==> src/rtl/ks_pkg.sv <==
// Package: shared constants, phase type and per-register geometry for the
// keystream generator. Assumes exactly three registers in the lane tables.
package ks_pkg;

    localparam int NUM_LANES  = 3;
    localparam int KEY_BITS   = 64;
    localparam int FRAME_BITS = 22;
    localparam int MIX_STEPS  = 100;
    localparam int OUT_STEPS  = 228;

    typedef enum logic [2:0] {
        PH_IDLE  = 3'd0,
        PH_KEY   = 3'd1,
        PH_FRAME = 3'd2,
        PH_MIX   = 3'd3,
        PH_OUT   = 3'd4,
        PH_DONE  = 3'd5
    } phase_t;

    // Length of register lane i
    function automatic int lane_width(input int i);
        case (i)
            0:       return 19;
            1:       return 22;
            default: return 23;
        endcase
    endfunction

    // Feedback tap mask of register lane i (bit k set = bit k tapped)
    function automatic logic [31:0] lane_taps(input int i);
        case (i)
            0:       return (32'd1 << 13) | (32'd1 << 16) | (32'd1 << 17) | (32'd1 << 18);
            1:       return (32'd1 << 20) | (32'd1 << 21);
            default: return (32'd1 << 7) | (32'd1 << 20) | (32'd1 << 21) | (32'd1 << 22);
        endcase
    endfunction

    // Clocking-bit position of register lane i
    function automatic int lane_clk_bit(input int i);
        case (i)
            0:       return 8;
            default: return 10;
        endcase
    endfunction

endpackage

==> src/rtl/ks_lfsr.sv <==
// Module: one Fibonacci shift register lane. Shifts toward the MSB and enters
// the XOR of its taps and an injected bit at bit 0 when stepped.
// Assumes WIDTH >= 2 and tap/clock positions below WIDTH.
module ks_lfsr #(
    parameter int          WIDTH   = 19,
    parameter logic [31:0] TAPS    = 32'h0007_2000,
    parameter int          CLK_BIT = 8
) (
    input  logic clk,
    input  logic rst_n,
    input  logic clear,
    input  logic step,
    input  logic inject,
    output logic clk_tap,
    output logic msb_next
);

    localparam logic [WIDTH-1:0] TAP_MASK = TAPS[WIDTH-1:0];

    logic [WIDTH-1:0] state;
    logic             fb;

    // Feedback bit: parity of tapped bits plus injected load bit
    always_comb fb = (^(state & TAP_MASK)) ^ inject;

    // State register: clear on frame start, shift when stepped
    always_ff @(posedge clk) begin
        if (!rst_n || clear) begin
            state <= '0;
        end else if (step) begin
            state <= {state[WIDTH-2:0], fb};
        end
    end

    // Taps seen by the vote and the MSB the register will hold after this cycle
    always_comb begin
        clk_tap  = state[CLK_BIT];
        msb_next = step ? state[WIDTH-2] : state[WIDTH-1];
    end

endmodule

==> src/rtl/ks_majority.sv <==
// Module: majority vote over N clocking bits; flags every lane that agrees
// with the majority. Assumes N is odd so no tie can occur.
module ks_majority #(
    parameter int N = 3
) (
    input  logic [N-1:0] votes,
    output logic [N-1:0] agree
);

    logic maj;

    // Majority value of the votes
    always_comb maj = ($countones(votes) > (N / 2));

    for (genvar g = 0; g < N; g++) begin : g_agree
        // Lane g steps when its vote matches the majority
        always_comb agree[g] = (votes[g] == maj);
    end

endmodule

==> src/rtl/ks_sequencer.sv <==
// Module: phase sequencer. Accepts a start only when idle, then walks key,
// frame, mix and output phases of fixed lengths and one done cycle.
// Assumes every phase length fits in the counter width.
module ks_sequencer #(
    parameter int KEY_LEN   = 64,
    parameter int FRAME_LEN = 22,
    parameter int MIX_LEN   = 100,
    parameter int OUT_LEN   = 228
) (
    input  logic           clk,
    input  logic           rst_n,
    input  logic           start,
    output ks_pkg::phase_t phase,
    output logic           accept
);
    import ks_pkg::*;

    localparam int MAX_LEN = (OUT_LEN > MIX_LEN) ? OUT_LEN : MIX_LEN;
    localparam int CNT_W   = $clog2(MAX_LEN + 1);

    phase_t           phase_q, phase_d;
    logic [CNT_W-1:0] cnt_q, cnt_d;
    logic             last;

    // Counter reaches the final cycle of the current phase
    always_comb begin
        case (phase_q)
            PH_KEY:   last = (cnt_q == CNT_W'(KEY_LEN - 1));
            PH_FRAME: last = (cnt_q == CNT_W'(FRAME_LEN - 1));
            PH_MIX:   last = (cnt_q == CNT_W'(MIX_LEN - 1));
            PH_OUT:   last = (cnt_q == CNT_W'(OUT_LEN - 1));
            default:  last = 1'b0;
        endcase
    end

    // Next phase and counter
    always_comb begin
        phase_d = phase_q;
        cnt_d   = last ? '0 : cnt_q + 1'b1;
        accept  = 1'b0;
        case (phase_q)
            PH_IDLE: begin
                cnt_d = '0;
                if (start) begin
                    phase_d = PH_KEY;
                    accept  = 1'b1;
                end
            end
            PH_KEY:   if (last) phase_d = PH_FRAME;
            PH_FRAME: if (last) phase_d = PH_MIX;
            PH_MIX:   if (last) phase_d = PH_OUT;
            PH_OUT:   if (last) phase_d = PH_DONE;
            default: begin
                phase_d = PH_IDLE;
                cnt_d   = '0;
            end
        endcase
    end

    // Phase and counter registers
    always_ff @(posedge clk) begin
        if (!rst_n) begin
            phase_q <= PH_IDLE;
            cnt_q   <= '0;
        end else begin
            phase_q <= phase_d;
            cnt_q   <= cnt_d;
        end
    end

    always_comb phase = phase_q;

endmodule

==> src/rtl/keystream_gen.sv <==
// Module: top of the keystream generator. Captures key and frame number on an
// accepted start, loads them into three register lanes, then clocks the lanes
// by majority and emits 228 keystream bits followed by a done pulse.
// Assumes start is a synchronous strobe; inputs are only sampled at accept.
module keystream_gen #(
    parameter int KEY_W   = ks_pkg::KEY_BITS,
    parameter int FRAME_W = ks_pkg::FRAME_BITS,
    parameter int MIX_LEN = ks_pkg::MIX_STEPS,
    parameter int OUT_LEN = ks_pkg::OUT_STEPS
) (
    input  logic               clk,
    input  logic               rst_n,
    input  logic               start,
    input  logic [KEY_W-1:0]   key,
    input  logic [FRAME_W-1:0] frame_no,
    output logic               ks_bit,
    output logic               ks_valid,
    output logic               ks_done
);
    import ks_pkg::*;

    localparam int N = NUM_LANES;

    phase_t             phase_w;
    logic               accept;
    logic [KEY_W-1:0]   key_sr;
    logic [FRAME_W-1:0] frame_sr;
    logic               inject;
    logic [N-1:0]       votes, agree, step_en, msb_next;

    ks_sequencer #(
        .KEY_LEN   (KEY_W),
        .FRAME_LEN (FRAME_W),
        .MIX_LEN   (MIX_LEN),
        .OUT_LEN   (OUT_LEN)
    ) u_seq (
        .clk    (clk),
        .rst_n  (rst_n),
        .start  (start),
        .phase  (phase_w),
        .accept (accept)
    );

    // Load shift registers: capture inputs at accept, drain LSB first
    always_ff @(posedge clk) begin
        if (!rst_n) begin
            key_sr   <= '0;
            frame_sr <= '0;
        end else if (accept) begin
            key_sr   <= key;
            frame_sr <= frame_no;
        end else begin
            if (phase_w == PH_KEY)   key_sr   <= key_sr >> 1;
            if (phase_w == PH_FRAME) frame_sr <= frame_sr >> 1;
        end
    end

    // Bit folded into every lane's feedback during load phases
    always_comb begin
        case (phase_w)
            PH_KEY:   inject = key_sr[0];
            PH_FRAME: inject = frame_sr[0];
            default:  inject = 1'b0;
        endcase
    end

    ks_majority #(.N(N)) u_maj (
        .votes (votes),
        .agree (agree)
    );

    // Step enables: all lanes during load, majority-agreeing lanes afterwards
    always_comb begin
        case (phase_w)
            PH_KEY, PH_FRAME: step_en = '1;
            PH_MIX, PH_OUT:   step_en = agree;
            default:          step_en = '0;
        endcase
    end

    for (genvar g = 0; g < N; g++) begin : g_lane
        localparam int          LW  = lane_width(g);
        localparam logic [31:0] LT  = lane_taps(g);
        localparam int          LCB = lane_clk_bit(g);
        ks_lfsr #(
            .WIDTH   (LW),
            .TAPS    (LT),
            .CLK_BIT (LCB)
        ) u_lfsr (
            .clk      (clk),
            .rst_n    (rst_n),
            .clear    (accept),
            .step     (step_en[g]),
            .inject   (inject),
            .clk_tap  (votes[g]),
            .msb_next (msb_next[g])
        );
    end

    // Output registers: keystream bit, valid window and done pulse
    always_ff @(posedge clk) begin
        if (!rst_n) begin
            ks_bit   <= 1'b0;
            ks_valid <= 1'b0;
            ks_done  <= 1'b0;
        end else begin
            ks_valid <= (phase_w == PH_OUT);
            ks_bit   <= (phase_w == PH_OUT) ? ^msb_next : 1'b0;
            ks_done  <= (phase_w == PH_DONE);
        end
    end

endmodule

==> config.mk <==
export PLATFORM = sky130hd
export DESIGN_NAME = keystream_gen
export DESIGN_NICKNAME = d
export VERILOG_FILES = /design/src/rtl/ks_pkg.sv /design/src/rtl/ks_lfsr.sv /design/src/rtl/ks_majority.sv /design/src/rtl/ks_sequencer.sv /design/src/rtl/keystream_gen.sv
export SDC_FILE = /design/constraint.sdc
export NUM_CORES = 1
export LEC_CHECK = 0
export ABC_AREA = 1
export CORE_MARGIN = 8
export CORE_UTILIZATION = 45
export CTS_BUF_LIST = sky130_fd_sc_hd__clkbuf_4
export DETAILED_ROUTE_END_ITERATION = 10
export PLACE_DENSITY = 0.68
export SLEW_MARGIN = 20
export SYNTH_ARGS = -nofsm -noshare
export SYNTH_HDL_FRONTEND = slang
export SYNTH_SLANG_ARGS = --single-unit
==> constraint.sdc <==
create_clock -name clk -period 4.9 [get_ports clk]
set_input_delay 0.735 -clock clk [delete_from_list [all_inputs] [get_ports clk]]
set_output_delay 0.735 -clock clk [all_outputs]
set_load 0.03 [all_outputs]
# Yosys cells after proc, flatten, opt, wreduce, memory -nomap -nowiden
# Cells that the tools add are included.
# op_classes
mux,18
n_eq_ne,17
n_reduce_logical,15
n_addsub,3
order_cmp,1
n_bitwise,5
# ops
operator,n
$mux 64,2
$mux 22,2
$add 32x1->32,1
$gt 32x2->1 const B,1
$reduce_xor 23->1,1
$reduce_xor 22->1,1
$reduce_xor 19->1,1
$mux 3,5
$pmux 3 s5,1
$add 8x1->8 const B,1
$eq 8x5->1 const B,1
$eq 8x6->1 const B,1
$eq 8x7->1 const B,1
$eq 8x8->1 const B,1
$ne 2x1->1 const B,4
$eq 3x2->1 const B,2
$eq 3x3->1 const B,2
$pmux 3 s2,1
$mux 1,5
$reduce_and 5->1,1
$pmux 1 s4,1
$reduce_bool 2->1,2
$reduce_or 2->1,2
$reduce_or 4->1,1
other kinds (13),18
# word_totals
inputBits,89
regBits,164
wordCells,69

# Longest topological paths before layout
# depth
ltp_word,7
depth_mapped,13
depth_no_buf,12

# Hierarchy
# From an unflattened synthesis, not the netlist that was laid out.
# unflattened
hier_cells,1128
area_unflattened_um2,7647.3
# by_module_without_submodules
mod,area_per_inst_um2,seq_area_each_um2,instances,cells_each
keystream_gen,4374.2,1781.7,1,692
ks_lfsr (g_lane[2].u_lfsr),924.6,460.4,1,117
ks_lfsr (g_lane[1].u_lfsr),807.0,440.4,1,107
ks_lfsr (g_lane[0].u_lfsr),782.0,380.4,1,98
ks_sequencer,684.4,220.2,1,99
ks_majority,75.1,0.0,1,15

# Least setup slack after synthesis
# Ideal clock, no wire load.
# synth_path
kind,in2reg
startpoint,in start
endpoint,reg key_sr[42]
stages,6
arrival_ps,1556
slack_ps,3270
setup_ps,74
path_buffers,1
cell_sequence,inv_1 nor2_8 nor2_4 clkbuf_1 nand2_1 a31oi_1
# synth_via
elab_chain_len,3
word_cells_on_any_way,4
classes_between,3 x mux; 1 x reduce/logical
# synth_rtl
item,line,rtl
start: declaration,keystream_gen.sv:13,"input logic start,"
$mux 1 (*),ks_sequencer.sv:44,if (start) begin
$mux 1 (*),ks_sequencer.sv:41,case (phase_q)
$mux 64 / $reduce_bool 2->1 (equally long branches),--,
end signal: assignment,keystream_gen.sv:50,key_sr <= key;
end signal: assignment,keystream_gen.sv:53,if (phase_w == PH_KEY) key_sr <= key_sr >> 1;
end: declaration,keystream_gen.sv:26,logic [KEY_W-1:0] key_sr;
# Mark *: on every way between the ends. The rest lies on a longest branch, timed or not.
# A chain may end at the register's enable or synchronous reset.

# Final worst setup path
# layout_path
startpoint,reg u_seq.phase_q[0] (netlist: u_seq.phase[0])
endpoint,reg g_lane[2].u_lfsr.state[3]
# layout_via
elab_chain_len,3
word_cells_on_any_way,10
classes_between,4 x eq/ne; 2 x mux; 4 x reduce/logical
# layout_rtl
item,line,rtl
start: declaration,ks_sequencer.sv:21,"phase_t phase_q, phase_d;"
start signal: assignment,ks_sequencer.sv:66,phase_q <= phase_d;
$eq 3x3->1 (tied with other cells),keystream_gen.sv:74,case (phase_w)
$reduce_or 2->1 / $mux 1 (equally long branches),"keystream_gen.sv:74, ks_sequencer.sv:41",
$pmux 3 s2 / $logic_or 1x1->1 (equally long branches),"keystream_gen.sv:74, ks_lfsr.sv:28",
end signal: assignment,ks_lfsr.sv:31,"state <= {state[WIDTH-2:0], fb};"
end: declaration,ks_lfsr.sv:20,logic [WIDTH-1:0] state;
# Several ways; a longest one is shown, not always the timed one.

==> results.json <==
{
  "outcome": "finished, final reports clean",
  "worst_pin_slew_ns": 0.995,
  "crit_buf_inv": 4,
  "wire_per_inst_um": 12.1,
  "cp_slowest_stage_delay_ns": 0.47,
  "ys_ff_latch": 164,
  "clkTransAtPathRegs_ns": 0.13,
  "crit_path_end_kind": "flop",
  "cp-start-kind": "flop",
  "synthSimpleGateAreaFrac": 0.273,
  "antenna_found_initial": 1,
  "gp_congestion": 0.806,
  "placed_cell_area_um2": 7480,
  "max_freq_ghz": 0.400,
  "post-dp-hpwl_um": 9030,
  "drtIter0Drc": 382,
  "synth_fa_ha_area_frac": 0.00381,
  "cap_violations": 0,
  "rr_startpoint": "u_seq.phase[0]$_SDFFE_PN0P_",
  "critical_path_class": "reg2reg",
  "hold_class": "reg2reg",
  "synth.most_common_cell": "nand2_1",
  "use_met1": 0.201,
  "synth_cells": 888,
  "crit_chain": "nor2_2, inv_1, nor2_2, inv_2, nor2_8, inv_2, nand2_1, inv_2, o21ai_0, nor2_1",
  "rows": 44,
  "fin_crit_sh": 0.510,
  "postLayoutCellArea_um2": 7750,
  "finalCriticalPeriod_ns": 2.50,
  "grt_max_degree": 90,
  "cts_buffers": 17,
  "routed_wl_um": 13900,
  "top_usage_layer": "met2",
  "rsz0062_at_grt": "no",
  "synth_xor_area_frac": 0.0213,
  "start_util": 0.456,
  "synthFlopType": "dfxtp_1",
  "async_reset_ff_frac": 0,
  "power.density_nw_per_um2": 494,
  "cts-htree-levels": 4,
  "cts_buffer_depth": 2,
  "numPortBuffers": 91,
  "startpoint": "u_seq.phase[0]$_SDFFE_PN0P_",
  "area_growth_pct": 18.0,
  "yosysTopAreaCell": "dfxtp_1",
  "post_cts_buffers": 0,
  "syn-num-nets": 979,
  "globalRouteMet3Util": 0.0562,
  "core_um2": 14400,
  "ys_top_cells_by_area": "dfxtp_1, nand2_1, a31oi_1",
  "nNetsFinal": 1043,
  "maxSlewViolCount": 0,
  "synth_top_family_by_area": "simple AND/OR/NAND/NOR gates",
  "slowest_stage": "nand2_1",
  "root_buffer": "clkbuf_4",
  "synth_area_um2": 6570,
  "die_h_um": 137,
  "cellLeakagePower_nw": 2.78,
  "yosys-top-cells-count": "nand2_1, dfxtp_1, a31oi_1, nor2_1, a21oi_1",
  "synth_edf_count": 0,
  "post_cts_resized": 0,
  "cts_hold_buf": 0,
  "die_w_um": 137,
  "num_vias": 5704,
  "final.setup.tns_ns": 0,
  "fillCellCount": 1432,
  "die_area_um2": 18700,
  "cp_top_family": "simple AND/OR/NAND/NOR gates",
  "peakVddDrop_uv": 222,
  "synthMuxAreaShare": 0,
  "antenna_left": 0,
  "routed_via_density": 4.96,
  "avgSynthCellArea_um2": 7.40,
  "crit_fanout": 40,
  "yosys.cell_types.count": 31,
  "synth_compound_area_frac": 0.142,
  "cts_sinks": 164,
  "crit_top_cell": "inv_2",
  "grt_pass1_wl_um": 23600,
  "final.setup_skew_ns": 0.0191,
  "cp.arrival_ns": 2.92,
  "maxSlewHeadroom": 0.335,
  "grt_pass1_vias": 5253,
  "insertion_delay_ns": 0.54,
  "grt.overflow.total": 0,
  "grt_usage": 0.153,
  "cts_tree": "done",
  "drcViolationCount": 0,
  "final_hold_viol_count": 0,
  "worstPathRequired_ns": 5.32,
  "drive_above_1_share": 0.0508,
  "grt_use_met2": 0.230,
  "ys_seq_area_frac": 0.500,
  "setup_viol": 0,
  "hp-start": "g_lane[1].u_lfsr.state[8]$_SDFFE_PP0P_",
  "synth_top_area_share": 0.500,
  "yosys_warnings": 0,
  "pin_count": 92,
  "dr.pass1.iters": 4
}
==> layer usage <==
layer  share of wire  vias up
met5               0        -
met4          0.0079        0
met3           0.058        8
met2            0.44      109
met1            0.50     2565
li1                -     3022
==> worst reg2reg max path, cell delays in order (launching register included) <==
cell and delay (ns):
dfxtp_1 0.36, nor2_2 0.15, inv_1 0.08, nor2_2 0.15, inv_2 0.08, nor2_8 0.45
inv_2 0.05, nand2_1 0.47, inv_2 0.33, o21ai_0 0.19, nor2_1 0.07
==> cell usage in the layout (no fill, tap or decap) <==
cell type        Yosys  final
clkinv_1             1      4
inv_2                6      7
o21ai_0             21     21
nor2_8               1      1
clkinvlp_4           0      2
clkinv_2             1      2
xnor2_1              7      7
a21oi_1             42     42
nor2_1              63     63
o21bai_1             1      1
nor2_4               1      1
xor2_1               9      9
clkbuf_4             0     18
clkinv_4             0      2
nor2_2               2      2
buf_12               0      1
inv_1               26     26
dfxtp_1            164    164
clkdlybuf4s50_1      0     91
inv_6                0      3
bufinv_16            0      1
nand2_1            359    359
nand3b_1             1      1
o211ai_1             1      1
ha_1                 2      2
buf_4                8      5
nand4_1              2      2
nor3_1               4      4
nand3_1             20     20
a31oi_1             84     84
diode_2              0      1
a211oi_1             4      4
nand2_2              4      4
o21ai_1             10     10
==> cell type report <==
| type | instances | area, um^2 | area share |
|---|---|---|---|
| Multi-Input combinational cell | 638 | 2890 | 0.373 |
| Clock buffer | 18 | 135 | 0.0174 |
| Tap cell | 184 | 230 | 0.0297 |
| Sequential cell | 164 | 3280 | 0.424 |
| Inverter | 34 | 129 | 0.0166 |
| Timing Repair Buffer | 97 | 968 | 0.125 |
| Clock inverter | 13 | 109 | 0.0140 |
| Antenna cell | 1 | 2.50 | 0.000323 |
==> flip-flops by register name (all words and copies together), names as in the netlist <==
signal               flops
u_seq.phase              3
frame_sr                22
ks_valid                 1
ks_done                  1
g_lane.u_lfsr.state     64
u_seq.cnt_q              8
key_sr                  64
ks_bit                   1
==> where the power goes <==
part / total [mW] / switching (mW) / internal (mW)
clock network: 0.715 / 0.462 / 0.253
logic: 1.29 / 0.860 / 0.428
registers: 1.83 / 0.179 / 1.65
total: 3.83 / 1.50 / 2.33
==> cells by family after synthesis <==
| kind of cell | Yosys count |
|---|---|
| xor+xnor | 16 |
| simple gates | 457 |
| flops | 164 |
| compound gates | 163 |
| fa+ha+maj | 2 |
| buf+inv | 86 |
==> worst paths after layout <==
kind,to,slack [ns],depth (start not counted)
max reg2reg,g_lane[2].u_lfsr.state[3]$_SDFFE_PP0N_,2.40,10
max,g_lane[2].u_lfsr.state[3]$_SDFFE_PP0N_,2.40,10
min,g_lane[1].u_lfsr.state[8]$_SDFFE_PP0P_,0.47,2
min reg2reg,g_lane[1].u_lfsr.state[8]$_SDFFE_PP0P_,0.47,2
==> per-stage QoR <==
stage / instances / total power, mW / util / hold WS (ns) / setup slack, ns
finish: 1149 / 3.83 / 0.537 / 0.469 / 2.40
CTS: 1147 / 3.87 / 0.536 / 0.470 / 1.95
detailed placement: 1116 / 3.14 / 0.519 / 0.452 / 1.43
floorplan: 888 / 2.89 / - / 0.429 / 3.27
global placement: 1116 / 3.14 / 0.519 / 0.448 / 1.44
global route: 1149 / 4.15 / 0.537 / 0.484 / 2.08
Power figures use the tool's default switching activity.
